### src/rtl/sram_wr_pkg.sv
package sram_wr_pkg;

  typedef enum logic [2:0] {
    ST_IDLE,
    ST_SETUP,
    ST_ENABLE,
    ST_END,
    ST_RECOVER
  } wr_state_e;

  localparam int K_CYC = 0;
  localparam int K_EW  = 1;
  localparam int K_AV  = 2;
  localparam int K_DV  = 3;

  function automatic int ceil_cyc(input int ns, input int clk_ns);
    return (ns + clk_ns - 1) / clk_ns;
  endfunction

  function automatic int grade_ns(input int grade, input int kind);
    int v;
    case (grade)
      1:       v = (kind == K_CYC) ? 25 : (kind == K_EW) ? 15 : (kind == K_AV) ? 20 : 10;
      2:       v = (kind == K_CYC) ? 35 : (kind == K_EW) ? 20 : (kind == K_AV) ? 30 : 15;
      default: v = (kind == K_CYC) ? 20 : (kind == K_EW) ? 12 : (kind == K_AV) ? 15 : 8;
    endcase
    return v;
  endfunction

  function automatic int en_cycles(input int grade, input int clk_ns);
    int n;
    n = 1;
    if (ceil_cyc(grade_ns(grade, K_EW), clk_ns) > n)     n = ceil_cyc(grade_ns(grade, K_EW), clk_ns);
    if (ceil_cyc(grade_ns(grade, K_AV), clk_ns) - 1 > n) n = ceil_cyc(grade_ns(grade, K_AV), clk_ns) - 1;
    if (ceil_cyc(grade_ns(grade, K_DV), clk_ns) - 1 > n) n = ceil_cyc(grade_ns(grade, K_DV), clk_ns) - 1;
    return n;
  endfunction

  function automatic int rec_cycles(input int grade, input int clk_ns);
    int n;
    n = ceil_cyc(grade_ns(grade, K_CYC), clk_ns) - en_cycles(grade, clk_ns) - 2;
    return (n < 1) ? 1 : n;
  endfunction

endpackage

### src/rtl/sram_wr_cnt.sv
module sram_wr_cnt #(
  parameter int CW = 4
) (
  input  logic          clk,
  input  logic          rst_n,
  input  logic          load,
  input  logic [CW-1:0] load_val,
  output logic          zero
);
  logic [CW-1:0] cnt_q;

  always_ff @(posedge clk or negedge rst_n) begin
    if (!rst_n)             cnt_q <= '0;
    else if (load)          cnt_q <= load_val;
    else if (cnt_q != '0)   cnt_q <= cnt_q - 1'b1;
  end

  assign zero = (cnt_q == '0);

  // Down-counter never wraps: after a load it only moves toward zero.
  assert_cnt_nowrap_R3: assert property (@(posedge clk) disable iff (!rst_n)
    (!load && $past(cnt_q) == '0 && !$past(load)) |-> (cnt_q == '0));
endmodule

### src/rtl/sram_wr_fsm.sv
module sram_wr_fsm
  import sram_wr_pkg::*;
#(
  parameter int N_EN  = 3,
  parameter int N_REC = 1,
  parameter int CW    = 2
) (
  input  logic          clk,
  input  logic          rst_n,
  input  logic          req_fire,
  input  logic          cnt_zero,
  output wr_state_e     state_q,
  output wr_state_e     state_d,
  output logic          cnt_load,
  output logic [CW-1:0] cnt_val,
  output logic          done_q
);
  always_comb begin
    state_d  = state_q;
    cnt_load = 1'b0;
    cnt_val  = '0;
    case (state_q)
      ST_IDLE:    if (req_fire) state_d = ST_SETUP;
      ST_SETUP: begin
        state_d  = ST_ENABLE;
        cnt_load = 1'b1;
        cnt_val  = CW'(N_EN - 1);
      end
      ST_ENABLE:  if (cnt_zero) state_d = ST_END;
      ST_END: begin
        state_d  = ST_RECOVER;
        cnt_load = 1'b1;
        cnt_val  = CW'(N_REC - 1);
      end
      ST_RECOVER: if (cnt_zero) state_d = ST_IDLE;
      default:    state_d = ST_IDLE;
    endcase
  end

  always_ff @(posedge clk or negedge rst_n) begin
    if (!rst_n) begin
      state_q <= ST_IDLE;
      done_q  <= 1'b0;
    end else begin
      state_q <= state_d;
      done_q  <= (state_q == ST_RECOVER) && cnt_zero;
    end
  end

  assert_done_in_idle_R6: assert property (@(posedge clk) disable iff (!rst_n)
    done_q |-> (state_q == ST_IDLE));
  assert_setup_after_idle_R1: assert property (@(posedge clk) disable iff (!rst_n)
    (state_q == ST_SETUP) |-> ($past(state_q) == ST_IDLE));
endmodule

### src/rtl/sram_wr_pins.sv
module sram_wr_pins
  import sram_wr_pkg::*;
#(
  parameter int AW = 8,
  parameter int BW = 2,
  parameter int DW = 16
) (
  input  logic          clk,
  input  logic          rst_n,
  input  wr_state_e     state_d,
  input  logic          capture,
  input  logic [AW-1:0] in_addr,
  input  logic [BW-1:0] in_bank,
  input  logic [DW-1:0] in_data,
  output logic [AW-1:0] mem_addr,
  output logic [BW-1:0] mem_bank,
  output logic [DW-1:0] mem_dq_out,
  output logic          mem_dq_oe,
  output logic          mem_e1_n,
  output logic          mem_e2,
  output logic          mem_we_n
);
  logic strobe_d, enab_d;

  assign strobe_d = (state_d == ST_SETUP) || (state_d == ST_ENABLE) || (state_d == ST_END);
  assign enab_d   = (state_d == ST_ENABLE);

  always_ff @(posedge clk or negedge rst_n) begin
    if (!rst_n) begin
      mem_addr   <= '0;
      mem_bank   <= '0;
      mem_dq_out <= '0;
      mem_dq_oe  <= 1'b0;
      mem_e1_n   <= 1'b1;
      mem_e2     <= 1'b0;
      mem_we_n   <= 1'b1;
    end else begin
      if (capture) begin
        mem_addr   <= in_addr;
        mem_bank   <= in_bank;
        mem_dq_out <= in_data;
      end
      mem_we_n  <= !strobe_d;
      mem_dq_oe <= strobe_d;
      mem_e1_n  <= !enab_d;
      mem_e2    <= enab_d;
    end
  end

  assert_en_pair_R3: assert property (@(posedge clk) disable iff (!rst_n)
    mem_e1_n == !mem_e2);
  assert_oe_with_strobe_R5: assert property (@(posedge clk) disable iff (!rst_n)
    mem_dq_oe == !mem_we_n);
endmodule

### src/rtl/sram_wr_seq.sv
module sram_wr_seq
  import sram_wr_pkg::*;
#(
  parameter int AW     = 8,
  parameter int BW     = 2,
  parameter int DW     = 16,
  parameter int GRADE  = 0,
  parameter int CLK_NS = 5
) (
  input  logic          clk,
  input  logic          rst_n,
  input  logic          req_valid,
  output logic          req_ready,
  input  logic [AW-1:0] req_addr,
  input  logic [BW-1:0] req_bank,
  input  logic [DW-1:0] req_data,
  output logic          done,
  output logic [AW-1:0] mem_addr,
  output logic [BW-1:0] mem_bank,
  output logic          mem_e1_n,
  output logic          mem_e2,
  output logic          mem_we_n,
  output logic [DW-1:0] mem_dq_out,
  output logic          mem_dq_oe
);
  localparam int N_EN  = en_cycles(GRADE, CLK_NS);
  localparam int N_REC = rec_cycles(GRADE, CLK_NS);
  localparam int N_MAX = (N_EN > N_REC) ? N_EN : N_REC;
  localparam int CW    = (N_MAX < 2) ? 1 : $clog2(N_MAX);

  wr_state_e     state_q, state_d;
  logic          cnt_load, cnt_zero, req_fire;
  logic [CW-1:0] cnt_val;

  assign req_ready = (state_q == ST_IDLE);
  assign req_fire  = req_valid && req_ready;

  sram_wr_fsm #(.N_EN(N_EN), .N_REC(N_REC), .CW(CW)) u_fsm (
    .clk(clk), .rst_n(rst_n), .req_fire(req_fire), .cnt_zero(cnt_zero),
    .state_q(state_q), .state_d(state_d), .cnt_load(cnt_load),
    .cnt_val(cnt_val), .done_q(done)
  );

  sram_wr_cnt #(.CW(CW)) u_cnt (
    .clk(clk), .rst_n(rst_n), .load(cnt_load), .load_val(cnt_val), .zero(cnt_zero)
  );

  sram_wr_pins #(.AW(AW), .BW(BW), .DW(DW)) u_pins (
    .clk(clk), .rst_n(rst_n), .state_d(state_d), .capture(req_fire),
    .in_addr(req_addr), .in_bank(req_bank), .in_data(req_data),
    .mem_addr(mem_addr), .mem_bank(mem_bank), .mem_dq_out(mem_dq_out),
    .mem_dq_oe(mem_dq_oe), .mem_e1_n(mem_e1_n), .mem_e2(mem_e2), .mem_we_n(mem_we_n)
  );

  // Run length of the enable window, checked when it closes.
  logic [7:0] en_run;
  always_ff @(posedge clk or negedge rst_n) begin
    if (!rst_n)        en_run <= '0;
    else if (mem_e1_n) en_run <= '0;
    else               en_run <= en_run + 1'b1;
  end

  assert_ready_quiet_R1: assert property (@(posedge clk) disable iff (!rst_n)
    req_ready |-> (mem_we_n && mem_e1_n && !mem_e2));
  assert_strobe_leads_R2: assert property (@(posedge clk) disable iff (!rst_n)
    $fell(mem_e1_n) |-> ($past(mem_we_n) == 1'b0));
  assert_no_en_without_we_R2: assert property (@(posedge clk) disable iff (!rst_n)
    !mem_e1_n |-> !mem_we_n);
  assert_en_width_R3: assert property (@(posedge clk) disable iff (!rst_n)
    $rose(mem_e1_n) |-> (en_run == 8'(N_EN)));
  assert_addr_hold_R4: assert property (@(posedge clk) disable iff (!rst_n)
    (!req_ready && !$past(req_ready)) |->
      ($stable(mem_addr) && $stable(mem_bank) && $stable(mem_dq_out)));
  assert_done_pulse_R6: assert property (@(posedge clk) disable iff (!rst_n)
    done |=> !done);
endmodule

### config.mk
export PLATFORM = sky130hd
export DESIGN_NAME = sram_wr_seq
export DESIGN_NICKNAME = d
export VERILOG_FILES = /design/src/rtl/sram_wr_pkg.sv /design/src/rtl/sram_wr_cnt.sv /design/src/rtl/sram_wr_fsm.sv /design/src/rtl/sram_wr_pins.sv /design/src/rtl/sram_wr_seq.sv
export SDC_FILE = /design/constraint.sdc
export NUM_CORES = 1
export LEC_CHECK = 0
export ABC_CLOCK_PERIOD_IN_PS = 2100
export BUFFER_PORTS_ARGS = -buffer_cell sky130_fd_sc_hd__buf_4
export CAP_MARGIN = 25
export CORE_AREA = 5 5 62 64
export CTS_BUF_LIST = sky130_fd_sc_hd__clkbuf_8 sky130_fd_sc_hd__clkbuf_16
export DETAILED_ROUTE_END_ITERATION = 8
export DIE_AREA = 0 0 67 69
export PLACE_DENSITY = 0.81
export SLEW_MARGIN = 5
export SYNTH_ARGS = -nofsm -noshare
export SYNTH_HDL_FRONTEND = slang
export SYNTH_SLANG_ARGS = --single-unit
export TNS_END_PERCENT = 100
### constraint.sdc
create_clock -name clk -period 2.1 [get_ports clk]
set_input_delay 0 -clock clk [delete_from_list [all_inputs] [get_ports clk]]
set_output_delay 0 -clock clk [all_outputs]
set_load 0.02 [all_outputs]
==> out/summary.md <==
• Peak VDD IR: 0.000612 V
• leading area contributor after synthesis: dfrtp_1
• total negative slack for setup checks: 0 ns
• global-route wire length before repair: 5720 um
• leakage power figure: 1.08 nW
• net count after synthesis: 123
• areal power density over the cells: 1550 mW/mm2
• dpl cells: 195
• IO buf count: 60
• CTS tree: done
• insertion delay of the later-clocked pin in the worst-skew pair: 0.28 ns
• sequential element share of the synthesized area: 63.2%
• Worst-path clk slew: 0.07 ns
• Fmax: 588 MHz
• commonest non-fill, non-tap cell in the layout: buf_4
• detailed-router iteration count before antenna repair: 4
• cell row count: 21
• Max Clock Skew: 0.00388 ns
• type of destination of the critical path: flop
• critical path arrival: 1.86 ns
• most area-consuming cells after synthesis: dfrtp_1, mux2_2, dfstp_2
• crit path launch: u_fsm.state_q[0]
• setup repair after global routing missed its margin: no
• share of final-layout standard cells stronger than drive strength 1: 53.3%
• Layout Area Growth over Synthesis: 59.5%
• CTS root buf: clkbuf_8
• post-synth top area share: 59.5%
• final number of hold-violating endpoints: 0
• highest-count cells in the layout ignoring fill and taps: buf_4, dfrtp_1, dlygate4sd3_1, mux2_2, clkbuf_8
• Hold Path Class: primary input to flop
• total overflow reported by the global router: 0
• Final #Nets: 213
• launch instance of the worst register-to-register path: u_fsm.state_q[0]
• routed via count divided by cell count: 4.55
• RePlAce Congestion: 0.717
• outcome: completed
• met2 wire len: 1970 um
• met1 wire length: 1270 um
• antenna fix cells: 0
• Avg Synthesized Cell Area: 15.4 um2
• number of global-route vias before repair: 1135
• top routing layer used: met4
• max_slew headroom: 70.7%
• number of maximum-capacitance constraint violations: 0
• Total Die Area: 0.00462 mm2
• startpoint kind of the worst setup timing path: flop
• Post-CTS Setup Repair Bufs: 0
• DRC violation count after routing: 0
• # IOs: 61
• Non-Filler Instances: 230
• Power Total: 3.54 mW
• ratio of final minimum period to clock period: 81.0%
• placed cell area: 0.00191 mm2
• post-detailed-route wirelength per cell: 15.4 um
• final worst path period need: 1.70 ns
• floorplan die height: 69 um
• H-tree depth: 2
• Synth Area in Compound Gates: 3.42%
• total setup violations reported at the end of the flow: 0
• floorplan core area: 0.00323 mm2
• simple-gate share of the synthesized area: 7.71%
• required time of the critical path: 2.26 ns
• detailed router's first-iteration violation count: 33
• mux cell area share after synthesis: 21.2%
• largest net degree at the start of global routing: 37
• Initial Utilization: 44.2%
• start point of the worst hold path: req_valid
• antenna-violating nets left: 0
• largest driver fanout on the critical path: 26
• post-synthesis cell count: 93
• critical path class: flop to flop
• total wirelength of the detailed-routed design: 3540 um
• mapped cell area: 0.00143 mm2
• slew at the pin closest to its max-slew limit: 0.440 ns
• GRT Util Overall: 17.0%
• number of warnings issued by yosys: 0
• Routed met3 length: 242 um
• xor-xnor portion of the synthesized cell area: 0.613%
• combinational family with the most area after synthesis: multiplexers
• Yosys cell types: 24
• sinks on the clock net: 36
• antenna violations before repair: 0
• total CTS buffers: 5
• count of vias placed by the detailed router: 1047
• Design Area, Final: 0.00228 mm2
• HPWL after DPL: 2300 um
• adder and majority gate portion of the synthesized area: 0.876%
• maximum number of buffers from clock root to sink: 2
• max-slew violation count: 0
• Die Span X: 67 um
• flop and latch count out of synthesis: 36
-- synthesized netlist by cell type --
cell and n:
mux2_2 25, a21oi_1 2, a211o_1 1, a211oi_1 1, clkbuf_1 2, nand2b_1 2, buf_2 1, buf_6 2
inv_1 2, nor3_1 3, nor4b_4 1, xor2_1 1, or3b_2 2, ha_1 1, nor4b_1 1, a21o_1 2
nor4bb_1 1, dfrtp_1 34, mux2i_1 1, nor2_1 1, o31ai_1 1, mux2_1 1, nor2b_1 3, dfstp_2 2
-- report_power, final --
group / internal (mW) / leakage (nW) / switching (mW)
clock: 0.294 / 0.0557 / 0.224
sequential: 1.06 / 0.427 / 0.247
combinational: 0.884 / 0.597 / 0.835
-- worst max-delay path: stages, from the launching register on --
cell,delay (ns)
dfrtp_1,0.52
nor4b_4,0.31
buf_4,0.36
mux2_2,0.38
-- layout make-up --
type	count	area, um2
clock buffer	7	96.3
clock inverter	1	3.75
fill	207	952
inverter	2	7.51
multi-input combinational	50	483
sequential	36	903
tap	46	57.6
timing repair buffer	88	728
-- metrics by stage --
step                hold slack, ns  utilization [%]  worst slack, ns
detailed placement         -0.0253             59.1            0.415
finish                      0.0564             70.5            0.400
CTS                         0.0563             70.5            0.403
global placement           -0.0369             59.1            0.484
floorplan                   -0.296                -            0.546
global route                0.0556             70.5            0.322
-- flip-flops by register name (all words and copies together), names as in the netlist --
register / cells
u_pins.mem_e1_n: 1
u_pins.mem_addr: 8
u_pins.mem_we_n: 1
u_pins.mem_e2: 1
u_pins.mem_dq_oe: 1
u_fsm.state_q: 3
u_fsm.done_q: 1
u_pins.mem_bank: 2
u_pins.mem_dq_out: 16
u_cnt.cnt_q: 2
-- final timing paths --
check / end / slack [ns] / cells after the start
worst max-delay path: u_pins.mem_dq_out[5] / 0.40 / 3
worst min-delay path: u_fsm.state_q[0] / 0.06 / 3
worst max register to register: u_pins.mem_dq_out[5] / 0.40 / 3
worst min register to register: u_pins.mem_addr[5] / 0.50 / 1
max in group asynchronous: u_pins.mem_we_n / 1.53 / 2
min in group asynchronous: u_pins.mem_addr[4] / 0.22 / 2
-- kinds of logic (layout without fill, tap and decap cells) --
| group | Yosys count | in the layout |
|---|---|---|
| AND/OR/NAND/NOR | 14 | 14 |
| multiplexers | 27 | 27 |
| flip-flops | 36 | 36 |
| adder cells (fa/ha/maj) | 1 | 1 |
| XOR/XNOR | 1 | 1 |
| buffers and inverters | 7 | 98 |
| AO/OA/AOI/OAI | 7 | 7 |
-- what timing repair did --
item,CTS,global route
hold buffers,27,0
endpoints found under the hold margin,62,0
gates resized for setup,0,0
endpoints found under the setup margin,0,0
-- metal layers --
metal  vias to the layer above  global-route usage [%]
li1                        507                       -
met4                         0                    6.31
met5                         -                       0
met2                        29                    29.4
met3                         6                    7.31
met1                       505                    17.7
Power figures use the tool's default switching activity.
